$ cat src/rtl/ser_pkg.sv
`timescale 1ns/1ps
package ser_pkg;
  localparam int REG_W  = 8;
  localparam int CNT_W  = 4;
  localparam int N_FLAG = 3;
  // control write bit positions
  localparam int C_SIE  = 7;
  localparam int C_OIE  = 6;
  localparam int C_WM1  = 5;
  localparam int C_CS1  = 3;
  localparam int C_CS0  = 2;
  localparam int C_CSTB = 1;
  localparam int C_TSTB = 0;
  // status bit positions
  localparam int S_START = 7;
  localparam int S_OVF   = 6;
  localparam int S_STOP  = 5;
  localparam int S_COLL  = 4;
  // flag index inside the flag vector
  localparam int F_STOP  = 0;
  localparam int F_OVF   = 1;
  localparam int F_START = 2;

  typedef struct packed {
    logic       sie;
    logic       oie;
    logic [1:0] wm;
    logic [1:0] cs;
  } ctrl_t;
endpackage

$ cat src/rtl/ser_step_sel.sv
`timescale 1ns/1ps
module ser_step_sel
  import ser_pkg::*;
(
  input  logic             ctrl_wr,
  input  logic [REG_W-1:0] wdata,
  input  logic [1:0]       cs_q,
  input  logic             ext_edge,
  input  logic             timer_match,
  output logic             step
);
  logic sw_step, tog_step, ext_step, tmr_step;

  always_comb begin
    sw_step  = ctrl_wr && wdata[C_CSTB] && !wdata[C_CS1] && !wdata[C_CS0];
    tog_step = ctrl_wr && wdata[C_TSTB] && wdata[C_CSTB] && wdata[C_CS1];
    ext_step = ext_edge && cs_q[1];
    tmr_step = timer_match && (cs_q == 2'b01);
    step     = sw_step || tog_step || ext_step || tmr_step;
  end
endmodule

$ cat src/rtl/ser_counter.sv
`timescale 1ns/1ps
module ser_counter #(
  parameter int W = 4
) (
  input  logic         clk,
  input  logic         rst_n,
  input  logic         step,
  input  logic         load,
  input  logic [W-1:0] load_val,
  output logic [W-1:0] cnt,
  output logic         wrap
);
  localparam logic [W-1:0] MAXV = {W{1'b1}};

  logic [W-1:0] cnt_d;
  logic         cnt_en;

  always_comb begin
    cnt_en = load || step;
    wrap   = step && !load && (cnt == MAXV);
    cnt_d  = load ? load_val : cnt + 1'b1;
  end

  always_ff @(posedge clk or negedge rst_n) begin
    if (!rst_n)      cnt <= '0;
    else if (cnt_en) cnt <= cnt_d;
  end

  a_r3_load_wins: assert property (@(posedge clk) disable iff (!rst_n)
    load |=> (cnt == $past(load_val)));
  a_r6_wrap_zero: assert property (@(posedge clk) disable iff (!rst_n)
    wrap |=> (cnt == '0));
endmodule

$ cat src/rtl/ser_flag.sv
`timescale 1ns/1ps
module ser_flag (
  input  logic clk,
  input  logic rst_n,
  input  logic set_i,
  input  logic clr_i,
  output logic q
);
  logic q_d;

  always_comb begin
    q_d = set_i || (q && !clr_i);
  end

  always_ff @(posedge clk or negedge rst_n) begin
    if (!rst_n) q <= 1'b0;
    else        q <= q_d;
  end

  a_r6_r7_set_wins: assert property (@(posedge clk) disable iff (!rst_n)
    set_i |=> q);
endmodule

$ cat src/rtl/ser_cnt_flags.sv
`timescale 1ns/1ps
module ser_cnt_flags
  import ser_pkg::*;
(
  input  logic             clk,
  input  logic             rst_n,
  input  logic             reg_wr,
  input  logic             reg_sel,
  input  logic [REG_W-1:0] reg_wdata,
  input  logic             buf_rd,
  input  logic             start_det,
  input  logic             stop_det,
  input  logic             ext_edge,
  input  logic             timer_match,
  input  logic             shift_msb,
  input  logic             sda_in,
  input  logic             gie,
  output logic [REG_W-1:0] ctrl_q,
  output logic [REG_W-1:0] status_q,
  output logic             irq_start,
  output logic             irq_ovf,
  output logic             hold_start,
  output logic             hold_ovf
);
  ctrl_t             ctrl_r, ctrl_d;
  logic              ctrl_wr, stat_wr, two_wire;
  logic              step, wrap;
  logic [CNT_W-1:0]  cnt;
  logic [N_FLAG-1:0] f_set, f_clr, f_q;

  always_comb begin
    ctrl_wr  = reg_wr && !reg_sel;
    stat_wr  = reg_wr && reg_sel;
    two_wire = ctrl_r.wm[1];
    ctrl_d   = ctrl_wr ? ctrl_t'(reg_wdata[REG_W-1:2]) : ctrl_r;
  end

  always_ff @(posedge clk or negedge rst_n) begin
    if (!rst_n) ctrl_r <= '0;
    else        ctrl_r <= ctrl_d;
  end

  ser_step_sel u_step (
    .ctrl_wr     (ctrl_wr),
    .wdata       (reg_wdata),
    .cs_q        (ctrl_r.cs),
    .ext_edge    (ext_edge),
    .timer_match (timer_match),
    .step        (step)
  );

  ser_counter #(.W(CNT_W)) u_cnt (
    .clk      (clk),
    .rst_n    (rst_n),
    .step     (step),
    .load     (stat_wr),
    .load_val (reg_wdata[CNT_W-1:0]),
    .cnt      (cnt),
    .wrap     (wrap)
  );

  always_comb begin
    f_set[F_STOP]  = stop_det && two_wire;
    f_clr[F_STOP]  = stat_wr && reg_wdata[S_STOP];
    f_set[F_OVF]   = wrap;
    f_clr[F_OVF]   = (stat_wr && reg_wdata[S_OVF]) || buf_rd;
    f_set[F_START] = start_det;
    f_clr[F_START] = stat_wr && reg_wdata[S_START];
  end

  for (genvar i = 0; i < N_FLAG; i++) begin : g_flag
    ser_flag u_flag (
      .clk   (clk),
      .rst_n (rst_n),
      .set_i (f_set[i]),
      .clr_i (f_clr[i]),
      .q     (f_q[i])
    );
  end

  always_comb begin
    ctrl_q     = {ctrl_r, 2'b00};
    status_q   = {f_q[F_START], f_q[F_OVF], f_q[F_STOP], shift_msb ^ sda_in, cnt};
    irq_start  = f_q[F_START] && ctrl_r.sie && gie;
    irq_ovf    = f_q[F_OVF] && ctrl_r.oie && gie;
    hold_start = f_q[F_START] && two_wire;
    hold_ovf   = f_q[F_OVF] && two_wire;
  end

  a_r8_stop_gated: assert property (@(posedge clk) disable iff (!rst_n)
    (!f_q[F_STOP] && !(stop_det && two_wire)) |=> !f_q[F_STOP]);
  a_r10_irq_needs_gie: assert property (@(posedge clk) disable iff (!rst_n)
    (irq_start || irq_ovf) |-> gie);
  a_r11_hold_ovf: assert property (@(posedge clk) disable iff (!rst_n)
    hold_ovf |-> (status_q[S_OVF] && ctrl_q[C_WM1]));
  a_r7_start_sticky: assert property (@(posedge clk) disable iff (!rst_n)
    (status_q[S_START] && !(stat_wr && reg_wdata[S_START])) |=> status_q[S_START]);
endmodule

$ cat config.mk
export PLATFORM = sky130hd
export DESIGN_NAME = ser_cnt_flags
export DESIGN_NICKNAME = d
export VERILOG_FILES = /design/src/rtl/ser_pkg.sv /design/src/rtl/ser_step_sel.sv /design/src/rtl/ser_counter.sv /design/src/rtl/ser_flag.sv /design/src/rtl/ser_cnt_flags.sv
export SDC_FILE = /design/constraint.sdc
export NUM_CORES = 1
export LEC_CHECK = 0
export BUFFER_PORTS_ARGS = -buffer_cell sky130_fd_sc_hd__buf_4
export CAP_MARGIN = 20
export CORE_UTILIZATION = 42
export CTS_CLUSTER_DIAMETER = 100
export DETAILED_ROUTE_END_ITERATION = 8
export MAX_ROUTING_LAYER = met4
export PLACE_DENSITY = 0.82
export SYNTH_ARGS = -nofsm -noshare
export SYNTH_HDL_FRONTEND = slang
export SYNTH_SLANG_ARGS = --single-unit
$ cat constraint.sdc
create_clock -name clk -period 1.4 [get_ports clk]
set_input_delay 0.35 -clock clk [delete_from_list [all_inputs] [get_ports clk]]
set_output_delay 0.35 -clock clk [all_outputs]
set_load 0.05 [all_outputs]
======== After elaboration in Yosys (flattened, before gate mapping) ========
Cells that the tools add are included.
cells by class
  bitwise gates (word level) .............. 1
  reductions and logical operators ........ 40
  $add $sub $neg .......................... 1
  muxes and demuxes ....................... 1
  equality and inequality tests ........... 2
operators by type and width
  cell                                                                    number
  1-bit logical AND                                                       25
  1-bit logical OR                                                        8
  1-bit zero test                                                         7
  4-bit by 1-bit adder with 4-bit output (second input constant)          1
  4-bit equality test (second input constant)                             1
  4-bit two-way mux                                                       1
  2-bit by 1-bit equality test with 1-bit output (second input constant)  1
  1-bit bitwise XOR                                                       1
storage, ports and cells
  register bits after elaboration ......... 13
  output and inout bits ................... 20
  input bits .............................. 20
  logic and storage cells ................. 53

======== Logic depth before layout (Yosys ltp) ========
Gate-level depths: netlist of run 1.
  depth after elaboration ................. 11
  gate-level depth with buffers ........... 5
  gate-level depth less buffers ........... 5

======== By module ========
Synthesis of run 1 repeated with hierarchy kept, for this count alone.
second synthesis, totals
  cell total of the unflattened synthesis .. 63
  area total of the unflattened synthesis .. 708.2 µm²
by module, submodules not included
  module         cells an instance  times used  area an instance (µm²)  seq. area each (µm²)
  ser_cnt_flags  27                 1           354.1                   150.1
  ser_counter    21                 1           215.2                   100.1
  ser_flag       3                  3           36.3                    25.0
  ser_step_sel   6                  1           30.0                    0.0

======== Worst setup path after synthesis of run 1 ========
Ideal clock, no wire load.
  path type ............................... flip-flop to output port
  from .................................... reg ctrl_r (netlist bit ctrl_q[7])
  to ...................................... out irq_start
  slack ................................... -0.107 ns
  path buffers ............................ 0
  stages on the path, launching flop included .. 2
  data required time ...................... 1.050 ns
  arrival ................................. 1.157 ns
  cell sequence ........................... dfrtp_1 -> and3_1
on the way
  longest elaborated chain between the ends .. 2
ends and longest elaborated chain
  element                         RTL line             source
  start: declaration              ser_cnt_flags.sv:25  ctrl_t ctrl_r, ctrl_d;
  start signal: assignment        ser_cnt_flags.sv:40  else ctrl_r <= ctrl_d;
  1-bit logical AND (2 in a row)  ser_cnt_flags.sv:84  irq_start = f_q[F_START] && ctrl_r.sie && gie;
  end: declaration                ser_cnt_flags.sv:20  output logic irq_start,
Every way passes these cells.

======== Worst setup path in the final report of run 1 ========
  from .................................... reg g_flag[2].u_flag.q
  to ...................................... out hold_start
on the way
  longest elaborated chain between the ends .. 1
ends and longest elaborated chain
  element                   RTL line             source
  start: declaration        ser_flag.sv:7        output logic q
  start signal: assignment  ser_flag.sv:17       else q <= q_d;
  1-bit logical AND         ser_cnt_flags.sv:86  hold_start = f_q[F_START] && two_wire;
  end: declaration          ser_cnt_flags.sv:22  output logic hold_start,
Every way passes these cells.

==> flow_summary.ini, run 1 <==
[final_layout]
fin_cells = 122
layout_commonest_cell = buf_4
final_cell_mix = 37 x buf_4, 11 x dfrtp_1, 6 x nand2_1, 6 x mux2_2, 5 x nand3_1
antenna_cells = 0
layout-drive-gt1-share_pct = 54.72
syn2layout_area_growth_pct = 53.26
nNetsFinal = 128
finalCoreUtilization_pct = 69.46

[floorplanning]
ioPinCount = 40
die_width_um = 42.55
initial_core_util_pct = 45.32
rows = 14
die_area_um2 = 1811
dieHeight_um = 42.55
design.core.area_um2 = 1524

[worst_setup_path]
crit_buf_inv = 1
end_kind = output pin
critical-path-top-delay-family = flip-flops
startpoint_type = flop
crit_chain = and2_2, buf_8
crit_end = hold_start
rrSetupSlack_ns = 0.13
crit_start = g_flag[2].u_flag.q
arrival_ns = 1.02
max_stage_delay_ns = 0.41
r2r_start = ctrl_q[3]
crit_slowest_cell = dfrtp_1
setup.worst_path.class = flop to output pin
r2r-end = u_cnt.cnt[3]
crit_cells = 2
reg2reg_depth = 4
crit_fanout = 3
cp.required_ns = 1.05

[detailed_routing]
ant_nets = 0
wl_per_cell_um = 12.28
drt_iter0_markers = 10
via_count = 619
dr.max_layer_used = met4
drt_wl_total_um = 1498
wl_met1_um = 627
firstDrtPassIters = 4
route.met3.wl_um = 92
vias_per_cell = 5.074
wl_met2_um = 768
drcViolationCount = 0

[synth]
postSynthRegisterBits = 13
synthFlopType = dfrtp_1
synthDistinctLibCells = 24
yosysWarnings = 0
synth_top_family_by_area = simple AND/OR/NAND/NOR gates
synth_cells = 65
synth.avg_cell_area_um2 = 10.63
ys_top_cells_by_area = dfrtp_1 47%, mux2_2 9.8%, buf_4 5.4%
syn-cell-area_um2 = 690.7
synth_edf_count = 0
synth_top_cell_area_share_pct = 47.10
synth_fa_ha_area_share_pct = 1.812
seq_area_frac_synth_pct = 47.10
yosys.area_share.simple_pct = 15.04
muxShareOfSynthArea_pct = 14.13
synth_compound_area_share_pct = 11.23
synth-async-reset-ratio_pct = 100.0
synth_area_leader_cell = dfrtp_1
synth_xor_area_share_pct = 2.536

[sta]
fin_worst_skew_ns = 0.0003973
fmax_mhz = 729.6
fin_hold_ws_ns = 0.2645
period_share_pct = 97.90
final.min_clock_period_ns = 1.371
rsz0062_at_grt = true
finalHoldViolCount = 0
finalMaxSlewViolations = 0
totalNegativeSetupSlack_ns = 0
setup_viol = 0

[placement]
dp_hpwl_um = 1179
gp_congestion = 0.7787
post-place-cells = 114
port_buffers = 37

[clock_network]
cts_root_buffer = clkbuf_4
clk_latency_ns = 0.27
path_clk_slew_ns = 0.08
numCtsBuffers = 3
cts.sinks = 13
cts_tree = built
clk_path_buf_depth = 2
cts_max_level = 1

[min_path]
hp-class = input pin to flop

[global_routing]
grt_pass1_vias = 580
grt-ovfl-total = 0
grt_pass1_wl_um = 2449
grt_use_total_pct = 18.91
antenna_found_initial = 0
grt_max_degree = 14

[power_and_ir_drop]
total_power_mw = 1.679
power_density_nw_per_um2 = 1586
ir_worst_vdd_uv = 902.2
p_leak_nw = 0.5203

[flow_run]
cap_violations = 0

[status]
run_status = finished, final reports clean
==> Yosys cell counts, types with 2 or more instances <==
library cell  number
a21o_1             2
a21oi_1            2
and2_1             2
and3_1             2
buf_4              5
dfrtp_1           13
mux2_2             6
mux2i_1            3
nand2_1            6
nand3_1            5
nor2_1             3
o21ai_0            4
==> cell families after synthesis <==
| logic type | Yosys count |
|---|---|
| adder cells (fa/ha/maj) | 1 |
| AND/OR/NAND/NOR | 21 |
| AO/OA/AOI/OAI | 11 |
| XOR/XNOR | 2 |
| flip-flops | 13 |
| multiplexers | 9 |
| buffers and inverters | 7 |
| other | 1 |
==> per-layer routing <==
metal  GRT usage (%)  vias to the layer above
met5               -                        -
met1           22.38                      287
met3           5.172                        2
met2           29.54                       28
met4           9.375                        0
li1                -                      302
==> sequential cells by signal, indices dropped and copies added (netlist names) <==
name / cells
g_flag.u_flag.q: 3
ctrl_q: 6
u_cnt.cnt: 4
==> per-stage QoR <==
stage	cell area, um2	worst slack [ns]
2_1_floorplan	709.4	-0.004535
3_3_place_gp	965.9	0.05967
3_5_place_dp	965.9	0.05853
4_1_cts	1047	0.01907
5_1_grt	1059	-0.002888
6_report	1059	0.02943
==> how the worst min path moves through the flow <==
stage | startpoint | endpoint | cells past startpoint
floorplan | rst_n | ctrl_q[2] | 0
global placement | rst_n | u_cnt.cnt[3] | 1
detailed placement | rst_n | u_cnt.cnt[3] | 1
CTS | start_det | g_flag[2].u_flag.q | 2
global route | start_det | g_flag[2].u_flag.q | 2
finish | start_det | g_flag[2].u_flag.q | 2
==> worst reg2reg max path: cells and delay by family (launching register included) <==
family          cells  cell delay, ns
compound gates      2            0.43
mux                 1            0.15
flops               1            0.43
simple gates        1            0.14
==> layout make-up <==
class | instances | area (um2)
inverter | 1 | 3.754
tap | 16 | 20.02
timing repair buffer | 42 | 344.1
sequential | 13 | 327.8
fill | 114 | 465.4
clock buffer | 4 | 26.28
multi-input combinational | 46 | 336.6
==> where the power goes <==
group          switching [mW]  internal [mW]
clock                   0.117          0.110
combinational           0.562          0.332
sequential             0.0902          0.467
total                   0.770          0.909
==> what timing repair did <==
item / 4_1_cts / 5_1_grt
setup buffers: 2 / 1
cloned: 0 / 0
gates resized for setup: 8 / 1
endpoints found under the setup margin: 4 / 3
hold buffers: 1 / 0
hold endpoints to repair: 13 / 0
Note: power is estimated with default switching activity, not from simulation.
==> run 2: changes to the inputs <==
clock period = 1.5 ns   (was 1.4 ns; I/O delays follow)
==> run 2 against run 1 <==
Total power down 8.0%. Clock skew up 0.0025 ns. Non-clock buffer count down 3. Design area down 3.8%. Hold slack better by 0.0067 ns. Flip-flop and latch count unchanged. Combinational power down 9.7%. Sequential power down 7.2%. Critical path depth unchanged. Utilization down 2.6 points. Setup slack better by 0.029 ns.
==> flow_summary.ini, run 2 (same netlist as run 1, synthesis figures left out) <==
[status]
run_status = finished, final reports clean

[final_layout]
layout-drive-gt1-share_pct = 51.46
largest_reg_flops = 6
fin_area_um2 = 1018
fin_cells = 119
layout_commonest_cell = buf_4
antenna_cells = 0
syn2layout_area_growth_pct = 47.46
finalCoreUtilization_pct = 66.83
nNetsFinal = 125
final_cell_mix = 34 x buf_4, 13 x dfrtp_1, 6 x nand2_1, 6 x mux2_2, 5 x nand3_1

[worst_setup_path]
r2r_start = ctrl_q[3]
end_kind = output pin
crit_buf_inv = 1
cp.required_ns = 1.12
crit_fanout = 4
startpoint_type = flop
max_stage_delay_ns = 0.42
r2r-end = u_cnt.cnt[1]
crit_cells = 2
critical-path-top-delay-family = flip-flops
crit_chain = and3_4, buf_6
setup.worst_path.class = flop to output pin
arrival_ns = 1.07
reg2reg_depth = 4
crit_slowest_cell = dfrtp_1
crit_start = g_flag[2].u_flag.q
rrSetupSlack_ns = 0.20

[floorplanning]
dieHeight_um = 42.55
design.core.area_um2 = 1524
rows = 14
initial_core_util_pct = 45.32
die_width_um = 42.55
die_area_um2 = 1811
ioPinCount = 40

[min_path]
hold_path_depth = 2
whs_endpoint = g_flag[2].u_flag.q
hp-class = input pin to flop
holdCritStartpoint = start_det

[clock_network]
cts_tree = built
clk_latency_ns = 0.28
cts.sinks = 13
path_clk_slew_ns = 0.08
cts_max_level = 1
clk_path_buf_depth = 2
cts_root_buffer = clkbuf_4
postCtsSetupRepairBufs = 0
numCtsBuffers = 3

[detailed_routing]
vias_per_cell = 5.143
drcViolationCount = 0
via_count = 612
firstDrtPassIters = 4
wl_per_cell_um = 13.14
drt_wl_total_um = 1564
ant_nets = 0
drt_iter0_markers = 4

[placement]
port_buffers = 37
dpl_worst_slack_ns = 0.1132
dpl_cell_area_um2 = 963.4
post-place-cells = 114
gp_congestion = 0.7767
dp_hpwl_um = 1206

[sta]
fmax_mhz = 693.5
fin_hold_ws_ns = 0.2713
setup_viol = 0
finalHoldViolCount = 0
rsz0062_at_grt = false
finalMaxSlewViolations = 0
timing.final.ws_setup_ns = 0.05800
final.min_clock_period_ns = 1.442
period_share_pct = 96.13
fin_worst_skew_ns = 0.002859
totalNegativeSetupSlack_ns = 0

[global_routing]
grt_pass1_vias = 570
grt_use_total_pct = 19.41
grt-ovfl-total = 0
grt_max_degree = 14
antenna_found_initial = 0
grt_pass1_wl_um = 2504

[power_and_ir_drop]
total_power_mw = 1.545
p_leak_nw = 0.5058
ir_worst_vdd_uv = 889.1
power_density_nw_per_um2 = 1517

[flow_run]
cap_violations = 0
## run 2: cell count changes in the layout (fill, tap and decap cells not counted), sizes merged
cell	before	now
buf	41	38
## run 2: cell type report
class                           instances  area (um2)
Clock buffer                            4       26.28
Timing Repair Buffer                   39       310.3
Multi-Input combinational cell         46       332.8
Tap cell                               16       20.02
Fill cell                             124       505.5
Inverter                                1       3.754
Sequential cell                        13       325.3
## run 2: report_power, final
| part | internal [mW] | switching (mW) |
|---|---|---|
| Combinational | 0.289 | 0.518 |
| Sequential | 0.434 | 0.0827 |
| Clock | 0.103 | 0.118 |
| Total | 0.827 | 0.719 |
## run 2: worst max path at each step
stage	endpoint	slack (ns)
global route	irq_ovf	0.02
detailed placement	u_cnt.cnt[1]	0.11
finish	irq_start	0.06
floorplan	u_cnt.cnt[2]	0.05
global placement	u_cnt.cnt[1]	0.10
CTS	irq_start	0.0004
## run 2: timing repair
item,in CTS,in global routing
endpoints found under the setup margin,0,4
hold endpoints to repair,13,0
hold buffers,1,0
resized for setup,0,5
## run 2: routing by layer
| metal | vias up | track usage [%] | part of all wire, % |
|---|---|---|---|
| met1 | 287 | 23.33 | 44 |
| met4 | 0 | 9.375 | 1.2 |
| met5 | - | - | 0 |
| li1 | 296 | - | - |
| met2 | 27 | 31.08 | 49 |
| met3 | 2 | 3.879 | 6.3 |
